File: src/rtl/sci_pkg.sv
package sci_pkg;
  localparam int DW = 8;
  localparam int AW = 3;
  localparam int EW = 3;

  typedef enum logic [AW-1:0] {
    OFS_MODE = 3'd0,
    OFS_RATE = 3'd1,
    OFS_CTRL = 3'd2,
    OFS_TDAT = 3'd3,
    OFS_STAT = 3'd4,
    OFS_RDAT = 3'd5,
    OFS_SMC  = 3'd6,
    OFS_EXT  = 3'd7
  } reg_ofs_e;

  // control bit positions
  localparam int C_TEIE = 2;
  localparam int C_RE   = 4;
  localparam int C_TE   = 5;
  localparam int C_RIE  = 6;
  localparam int C_TIE  = 7;

  // status bit positions
  localparam int S_MPBT = 0;
  localparam int S_ELO  = 3;

  // error vector indices
  localparam int E_PAR = 0;
  localparam int E_FRM = 1;
  localparam int E_OVR = 2;

  localparam logic [DW-1:0] RST_ZERO = 8'h00;
  localparam logic [DW-1:0] RST_RATE = 8'hFF;
  localparam logic [DW-1:0] RST_TDAT = 8'hFF;
endpackage

File: src/rtl/sci_cfg_regs.sv
module sci_cfg_regs
  import sci_pkg::*;
(
  input  logic          clk,
  input  logic          rst_n,
  input  logic          wr_mode,
  input  logic          wr_rate,
  input  logic          wr_ctrl,
  input  logic          wr_smc,
  input  logic          wr_ext,
  input  logic [DW-1:0] wdata,
  output logic [DW-1:0] mode_q,
  output logic [DW-1:0] rate_q,
  output logic [DW-1:0] ctrl_q,
  output logic [DW-1:0] smc_q,
  output logic [DW-1:0] ext_q
);
  logic locked;
  assign locked = ctrl_q[C_TE] | ctrl_q[C_RE];

  always_ff @(posedge clk) begin
    if (!rst_n) begin
      mode_q <= RST_ZERO;
      rate_q <= RST_RATE;
      ctrl_q <= RST_ZERO;
      smc_q  <= RST_ZERO;
      ext_q  <= RST_ZERO;
    end else begin
      if (wr_mode && !locked) mode_q <= wdata;
      if (wr_rate && !locked) rate_q <= wdata;
      if (wr_ctrl) ctrl_q <= wdata;
      if (wr_smc)  smc_q  <= wdata;
      if (wr_ext)  ext_q  <= wdata;
    end
  end

  // framing setup frozen while a direction is enabled
  a_r2_mode_locked: assert property (@(posedge clk) disable iff (!rst_n)
    locked |=> $stable(mode_q) && $stable(rate_q));
endmodule

File: src/rtl/sci_tx_ctrl.sv
module sci_tx_ctrl
  import sci_pkg::*;
(
  input  logic          clk,
  input  logic          rst_n,
  input  logic          wr_ctrl,
  input  logic          wr_tdat,
  input  logic [DW-1:0] wdata,
  input  logic          tie,
  input  logic          teie,
  input  logic          frame_done,
  output logic [DW-1:0] tdat_q,
  output logic          tx_empty,
  output logic          tx_end,
  output logic          tx_start,
  output logic [DW-1:0] tx_byte,
  output logic          irq_tx,
  output logic          irq_tend
);
  logic          end_n, empty_n, launch, tend_set, tend_n;
  logic [DW-1:0] lbyte;
  logic          ctl_te;
  assign ctl_te = wr_ctrl & wdata[C_TE];

  always_comb begin
    end_n    = tx_end;
    empty_n  = tx_empty;
    launch   = 1'b0;
    lbyte    = tdat_q;
    tend_set = 1'b0;
    // end-of-frame is resolved before a coincident data write
    if (frame_done) begin
      if (!tx_empty) begin
        launch  = 1'b1;
        end_n   = 1'b0;
        empty_n = 1'b1;
      end else begin
        end_n    = 1'b1;
        tend_set = 1'b1;
      end
    end
    if (wr_tdat) begin
      if (end_n) begin
        launch   = 1'b1;
        lbyte    = wdata;
        end_n    = 1'b0;
        empty_n  = 1'b1;
        tend_set = 1'b0;
      end else begin
        empty_n = 1'b0;
      end
    end
    if (ctl_te) begin
      end_n   = 1'b1;
      empty_n = 1'b1;
    end
    tend_n = irq_tend;
    if (tend_set && teie) tend_n = 1'b1;
    if (launch) tend_n = 1'b0;
    if (wr_ctrl && !wdata[C_TEIE]) tend_n = 1'b0;
  end

  always_ff @(posedge clk) begin
    if (!rst_n) begin
      tdat_q   <= RST_TDAT;
      tx_empty <= 1'b1;
      tx_end   <= 1'b1;
      tx_start <= 1'b0;
      tx_byte  <= RST_ZERO;
      irq_tx   <= 1'b0;
      irq_tend <= 1'b0;
    end else begin
      if (wr_tdat) tdat_q <= wdata;
      tx_empty <= empty_n;
      tx_end   <= end_n;
      tx_start <= launch;
      if (launch) tx_byte <= lbyte;
      irq_tx   <= (launch & tie) | (ctl_te & wdata[C_TIE]);
      irq_tend <= tend_n;
    end
  end

  // transmit-end level only while the transmitter is idle
  a_r6_tend_irq_idle: assert property (@(posedge clk) disable iff (!rst_n)
    irq_tend |-> tx_end);
  // a write during a frame leaves the byte queued
  a_r5_write_queues: assert property (@(posedge clk) disable iff (!rst_n)
    (wr_tdat && !tx_end && !frame_done) |=> !tx_empty && !tx_start);
  // a write to an idle transmitter launches next cycle
  a_r4_idle_launch: assert property (@(posedge clk) disable iff (!rst_n)
    (wr_tdat && tx_end && !frame_done) |=> tx_start && !tx_end);
endmodule

File: src/rtl/sci_rx_ctrl.sv
module sci_rx_ctrl
  import sci_pkg::*;
(
  input  logic          clk,
  input  logic          rst_n,
  input  logic          wr_ctrl,
  input  logic          rie_new,
  input  logic          wr_stat,
  input  logic          wr_mpbt,
  input  logic [EW-1:0] wr_err,
  input  logic          rd_stat,
  input  logic          rd_rdat,
  input  logic          re,
  input  logic          rie,
  input  logic          rx_valid,
  input  logic [DW-1:0] rx_data,
  input  logic          rx_break,
  output logic [DW-1:0] rdat_q,
  output logic          rx_full,
  output logic [EW-1:0] err_q,
  output logic          mpbt_q,
  output logic          irq_rx,
  output logic          irq_err
);
  logic          full_eff, accept, store, ovr;
  logic [EW-1:0] err_n, seen_q;
  logic          ierr_n;

  assign full_eff = rx_full & ~rd_rdat;
  assign accept   = rx_valid & re;
  assign store    = accept & ~full_eff;
  assign ovr      = accept & full_eff;

  always_comb begin
    err_n = wr_stat ? wr_err : err_q;
    if (ovr)      err_n[E_OVR] = 1'b1;
    if (rx_break) err_n[E_FRM] = 1'b1;
    ierr_n = irq_err;
    if (wr_stat && (|seen_q) && (wr_err == '0)) ierr_n = 1'b0;
    if ((ovr || rx_break) && rie) ierr_n = 1'b1;
    if (wr_ctrl && !rie_new) ierr_n = 1'b0;
  end

  always_ff @(posedge clk) begin
    if (!rst_n) begin
      rdat_q  <= RST_ZERO;
      rx_full <= 1'b0;
      err_q   <= '0;
      seen_q  <= '0;
      mpbt_q  <= 1'b0;
      irq_rx  <= 1'b0;
      irq_err <= 1'b0;
    end else begin
      if (store) rdat_q <= rx_data;
      rx_full <= full_eff | store;
      err_q   <= err_n;
      if (rd_stat) seen_q <= err_q;
      if (wr_stat) mpbt_q <= wr_mpbt;
      irq_rx  <= store & rie;
      irq_err <= ierr_n;
    end
  end

  // receive pulse accompanies a full receive register
  a_r7_rx_pulse_full: assert property (@(posedge clk) disable iff (!rst_n)
    irq_rx |-> rx_full);
  // error level needs its enable
  a_r11_err_needs_enable: assert property (@(posedge clk) disable iff (!rst_n)
    irq_err |-> rie);
  // overrun keeps the stored byte
  a_r8_overrun_keeps: assert property (@(posedge clk) disable iff (!rst_n)
    ovr |=> $stable(rdat_q) && err_q[E_OVR]);
endmodule

File: src/rtl/sci_regif.sv
module sci_regif
  import sci_pkg::*;
(
  input  logic          clk,
  input  logic          rst_n,
  input  logic          bus_en,
  input  logic          bus_wr,
  input  logic [AW-1:0] bus_addr,
  input  logic [DW-1:0] bus_wdata,
  output logic [DW-1:0] bus_rdata,
  output logic          tx_start,
  output logic [DW-1:0] tx_byte,
  input  logic          frame_done,
  input  logic          rx_valid,
  input  logic [DW-1:0] rx_data,
  input  logic          rx_break,
  output logic          irq_tx,
  output logic          irq_tend,
  output logic          irq_rx,
  output logic          irq_err
);
  reg_ofs_e      ofs;
  logic [DW-1:0] wsel, rsel;
  logic [DW-1:0] mode_q, rate_q, ctrl_q, smc_q, ext_q, tdat_q, rdat_q, stat;
  logic          tx_empty, tx_end, rx_full, mpbt_q;
  logic [EW-1:0] err_q;

  assign ofs = reg_ofs_e'(bus_addr);

  for (genvar g = 0; g < DW; g++) begin : g_dec
    assign wsel[g] = bus_en &  bus_wr & (bus_addr == AW'(g));
    assign rsel[g] = bus_en & ~bus_wr & (bus_addr == AW'(g));
  end

  sci_cfg_regs i_cfg (
    .clk    (clk),
    .rst_n  (rst_n),
    .wr_mode(wsel[OFS_MODE]),
    .wr_rate(wsel[OFS_RATE]),
    .wr_ctrl(wsel[OFS_CTRL]),
    .wr_smc (wsel[OFS_SMC]),
    .wr_ext (wsel[OFS_EXT]),
    .wdata  (bus_wdata),
    .mode_q (mode_q),
    .rate_q (rate_q),
    .ctrl_q (ctrl_q),
    .smc_q  (smc_q),
    .ext_q  (ext_q)
  );

  sci_tx_ctrl i_tx (
    .clk       (clk),
    .rst_n     (rst_n),
    .wr_ctrl   (wsel[OFS_CTRL]),
    .wr_tdat   (wsel[OFS_TDAT]),
    .wdata     (bus_wdata),
    .tie       (ctrl_q[C_TIE]),
    .teie      (ctrl_q[C_TEIE]),
    .frame_done(frame_done),
    .tdat_q    (tdat_q),
    .tx_empty  (tx_empty),
    .tx_end    (tx_end),
    .tx_start  (tx_start),
    .tx_byte   (tx_byte),
    .irq_tx    (irq_tx),
    .irq_tend  (irq_tend)
  );

  sci_rx_ctrl i_rx (
    .clk     (clk),
    .rst_n   (rst_n),
    .wr_ctrl (wsel[OFS_CTRL]),
    .rie_new (bus_wdata[C_RIE]),
    .wr_stat (wsel[OFS_STAT]),
    .wr_mpbt (bus_wdata[S_MPBT]),
    .wr_err  (bus_wdata[S_ELO +: EW]),
    .rd_stat (rsel[OFS_STAT]),
    .rd_rdat (rsel[OFS_RDAT]),
    .re      (ctrl_q[C_RE]),
    .rie     (ctrl_q[C_RIE]),
    .rx_valid(rx_valid),
    .rx_data (rx_data),
    .rx_break(rx_break),
    .rdat_q  (rdat_q),
    .rx_full (rx_full),
    .err_q   (err_q),
    .mpbt_q  (mpbt_q),
    .irq_rx  (irq_rx),
    .irq_err (irq_err)
  );

  assign stat = {tx_empty, rx_full, err_q, tx_end, 1'b0, mpbt_q};

  always_comb begin
    unique case (ofs)
      OFS_MODE: bus_rdata = mode_q;
      OFS_RATE: bus_rdata = rate_q;
      OFS_CTRL: bus_rdata = ctrl_q;
      OFS_TDAT: bus_rdata = tdat_q;
      OFS_STAT: bus_rdata = stat;
      OFS_RDAT: bus_rdata = rdat_q;
      OFS_SMC:  bus_rdata = smc_q;
      OFS_EXT:  bus_rdata = ext_q;
      default:  bus_rdata = '0;
    endcase
  end

  // enabling the transmitter leaves it empty and idle
  a_r3_te_forces_idle: assert property (@(posedge clk) disable iff (!rst_n)
    (wsel[OFS_CTRL] && bus_wdata[C_TE]) |=> tx_empty && tx_end);
endmodule

File: config.mk
export PLATFORM = sky130hd
export DESIGN_NAME = sci_regif
export DESIGN_NICKNAME = d
export VERILOG_FILES = /design/src/rtl/sci_pkg.sv /design/src/rtl/sci_cfg_regs.sv /design/src/rtl/sci_tx_ctrl.sv /design/src/rtl/sci_rx_ctrl.sv /design/src/rtl/sci_regif.sv
export SDC_FILE = /design/constraint.sdc
export NUM_CORES = 1
export LEC_CHECK = 0
export BUFFER_PORTS_ARGS = -buffer_cell sky130_fd_sc_hd__buf_2
export CAP_MARGIN = 20
export CELL_PAD_IN_SITES_DETAIL_PLACEMENT = 1
export CELL_PAD_IN_SITES_GLOBAL_PLACEMENT = 1
export CORE_MARGIN = 2
export CORE_UTILIZATION = 50
export CTS_BUF_LIST = sky130_fd_sc_hd__clkbuf_4
export DETAILED_ROUTE_END_ITERATION = 10
export PLACE_DENSITY = 0.94
export REMOVE_ABC_BUFFERS = 1
export SLEW_MARGIN = 5
export SYNTH_ARGS = -nofsm -noshare
export SYNTH_HDL_FRONTEND = slang
export SYNTH_HIERARCHICAL = 1
export SYNTH_SLANG_ARGS = --single-unit
File: constraint.sdc
create_clock -name clk -period 3.4 [get_ports clk]
set_clock_uncertainty 0.05 [all_clocks]
set_input_delay 0.34 -clock clk [delete_from_list [all_inputs] [get_ports clk]]
set_output_delay 0.34 -clock clk [all_outputs]
set_load 0.01 [all_outputs]
==> flow_summary.ini <==
[power_and_ir_drop]
p_leak_nw = 1.61
power.share.sequential = 0.537
p_switching_mw = 0.462
power_frac_clock = 0.366
power_mw = 1.77
p_per_area_nw_per_um2 = 421
vdd_ir_drop_max_uv = 165
cell_internal_pwr_mw = 1.30
netSwitchingFraction = 0.261
pwr-share-comb = 0.098

[worst_setup_path]
cp_top_family = buffers and inverters
worstPathCellList = buf_2, buf_4, mux2i_1, o21ai_0, nand2_1, a31oi_1, buf_2
cp_max_fo = 19
cp-start-kind = primary input
worst_ep_arrival_time_ns = 1.88
cp_common_cell = buf_2
slowest_stage = buf_4
end_kind = primary output
max_stage_delay_ns = 0.38
worstPathRequired_ns = 3.01
setup.worst_path.class = primary input to primary output
path_buf_inv = 3

[run_status]
status = complete, no violations

[floorplanning]
pin_count = 47
die_x_um = 91.6
die_y_um = 91.6
core_area_um2 = 7330
rows = 31
dieArea_um2 = 8390
start_util = 0.523

[timing]
finalCritPeriodShare = 0.668
slew_headroom = 0.248
finalSetupViolations = 0
fin_crit_ns = 2.27
rsz0062_at_grt = no
maxSlewViolCount = 0
tightest_slew_ns = 1.12
timing.fmax_ghz = 0.440
hold_viol_final = 0
fin_setup_tns_ns = 0

[synth]
synth-seq-area-share = 0.412
ys_warn_count = 6
syn_area_um2 = 3840
synth_edf_count = 0
netlist_instances = 409
yosys_most_used_dff = dfxtp_1
async_reset_ff_frac = 0
avgSynthCellArea_um2 = 9.38
synth_cell_type_count = 44
ys_ff_latch = 79

[final_layout]
final_layout_size_suffix_gt1_frac = 0.182
seqCellArea_um2 = 1580
n_antenna_cell = 0
final_common_cell = dfxtp_1
layout_common_cells = dfxtp_1 (79), mux2i_1 (61), buf_2 (46)
multi_input_area_um2 = 1990
layout.nets = 467
fin_util = 0.573
syn2layout_area_growth_pct = 9.39
fill_cells = 859

[grt]
grt_max_degree = 36
grt_pass1_wl_mm = 18.0
antenna_found_initial = 0
overflow = 0
gr-usage-all-layers = 0.276
grt_pass1_vias = 3460

[clocking]
clk_pin_slew_worst_paths_ns = 0.14
cts_setup_buffers = 0
cts_tree = built
cts_hold_buf = 0
cts_made_buffers = 9
cts-root-buf = clkbuf_4
clk_path_buf_depth = 2
cts.sinks = 79
clk_latency_ns = 0.42
cts_resized = 0
htreeDepth = 3

[drt]
met3WireLength_um = 525
route.top_layer_used = met4
final_antenna_net_count = 0
drcViolationCount = 0
drtIter0Drc = 162
first_pass_iters = 4
wl_per_cell_um = 20.2
wl_met1_mm = 4.59
vias = 3222
vias_per_cell = 5.91
route.met2.wl_mm = 5.67
drt_wl_total_mm = 11.0

[min_path]
hp-class = primary input to flip-flop

[placement]
numPortBuffers = 46
place_hpwl_mm = 7.84
globalplace.congestion = 0.846

[flow_run]
max_cap_viol_count = 0
## synthesized netlist by cell type (2+ instances only)
library cell / count / share of area
o22a_1: 7 / 0.016
nor2b_1: 32 / 0.052
a21oi_1: 2 / 0.0026
mux2i_1: 61 / 0.16
buf_6: 8 / 0.023
nand3_1: 22 / 0.029
o21ai_0: 10 / 0.013
and2_1: 2 / 0.0033
nand2b_1: 7 / 0.011
nor2_1: 19 / 0.019
nand4bb_1: 8 / 0.023
mux2_2: 2 / 0.0059
buf_4: 5 / 0.0098
dfxtp_1: 79 / 0.41
a221o_1: 3 / 0.0078
o221ai_1: 5 / 0.011
a211oi_1: 7 / 0.014
clkbuf_1: 6 / 0.0059
o22ai_1: 9 / 0.015
nor3_1: 7 / 0.0091
o211ai_1: 9 / 0.018
a21boi_1: 9 / 0.018
buf_2: 12 / 0.016
nand2_1: 45 / 0.044
inv_1: 14 / 0.014
## per-layer routing
| layer | track usage | vias to the layer above |
|---|---|---|
| li1 | - | 1500 |
| met1 | 0.334 | 1604 |
| met2 | 0.480 | 94 |
| met3 | 0.0515 | 24 |
| met4 | 0.107 | 0 |
| met5 | 0 | - |
## registers in the layout, summed over array words and instances, names as in the netlist, 8 cells and up
signal and flops:
i_tx/tdat_q 8, i_cfg/ctrl_q 8, i_cfg/mode_q 8, i_cfg/ext_q 8
i_rx/rdat_q 8, i_cfg/smc_q 8, i_tx/tx_byte 8, i_cfg/rate_q 8
## through the flow
step           cells  cell area [µm²]  setup slack, ns  hold WS, ns
2_1_floorplan    377             3620             1.30        0.352
3_3_place_gp     529             4030             1.15        0.392
3_5_place_dp     529             4030             1.06        0.406
4_1_cts          545             4200             1.17       0.0717
5_1_grt          545             4200            0.984       0.0754
6_report         545             4200             1.13       0.0963
## final timing paths
check,slack (ns),to,cells after the start,start
setup / recovery,1.13,bus_rdata[2],7,bus_addr[1]
hold / removal,0.1,i_rx/rdat_q[1],3,rx_data[1]
setup reg to reg,1.63,i_cfg/mode_q[6],2,i_cfg/ctrl_q[4]
hold reg to reg,0.43,i_cfg/mode_q[1],2,i_cfg/mode_q[1]
## power by group through the flow
| stage | sequential, mW | clock [mW] | combinational [mW] |
|---|---|---|---|
| 3_5_place_dp | 0.968 | 0 | 0.169 |
| 2_1_floorplan | 0.966 | 0 | 0.0786 |
| 5_1_grt | 0.950 | 0.697 | 0.186 |
| 3_3_place_gp | 0.967 | 0 | 0.162 |
| 6_report | 0.948 | 0.646 | 0.172 |
| 4_1_cts | 0.948 | 0.656 | 0.170 |
## kinds of logic after synthesis
logic type                count (synthesis)  share of synthesized area
muxes                                    64                      0.169
AOI/OAI and AO/OA                        67                      0.127
buffers and inverters                    46                     0.0698
xor gates and xnor gates                  1                    0.00228
DFF                                      79                      0.412
and+or+nand+nor                         152                      0.220
## tightest hold or removal path, delay by kind of cell
family / cells / cell delay, ns
compound gates: 1 / 0.05
buf+inv: 1 / 0.10
simple gates: 1 / 0.05
## cell type report
class,instances,share of cell area
tap,99,0.0295
multi-input combinational,284,0.475
inverter,14,0.0125
sequential,79,0.377
timing repair buffer,53,0.0674
clock buffer,9,0.0161
clock inverter,7,0.0230
(Power assumes the default switching activity.)
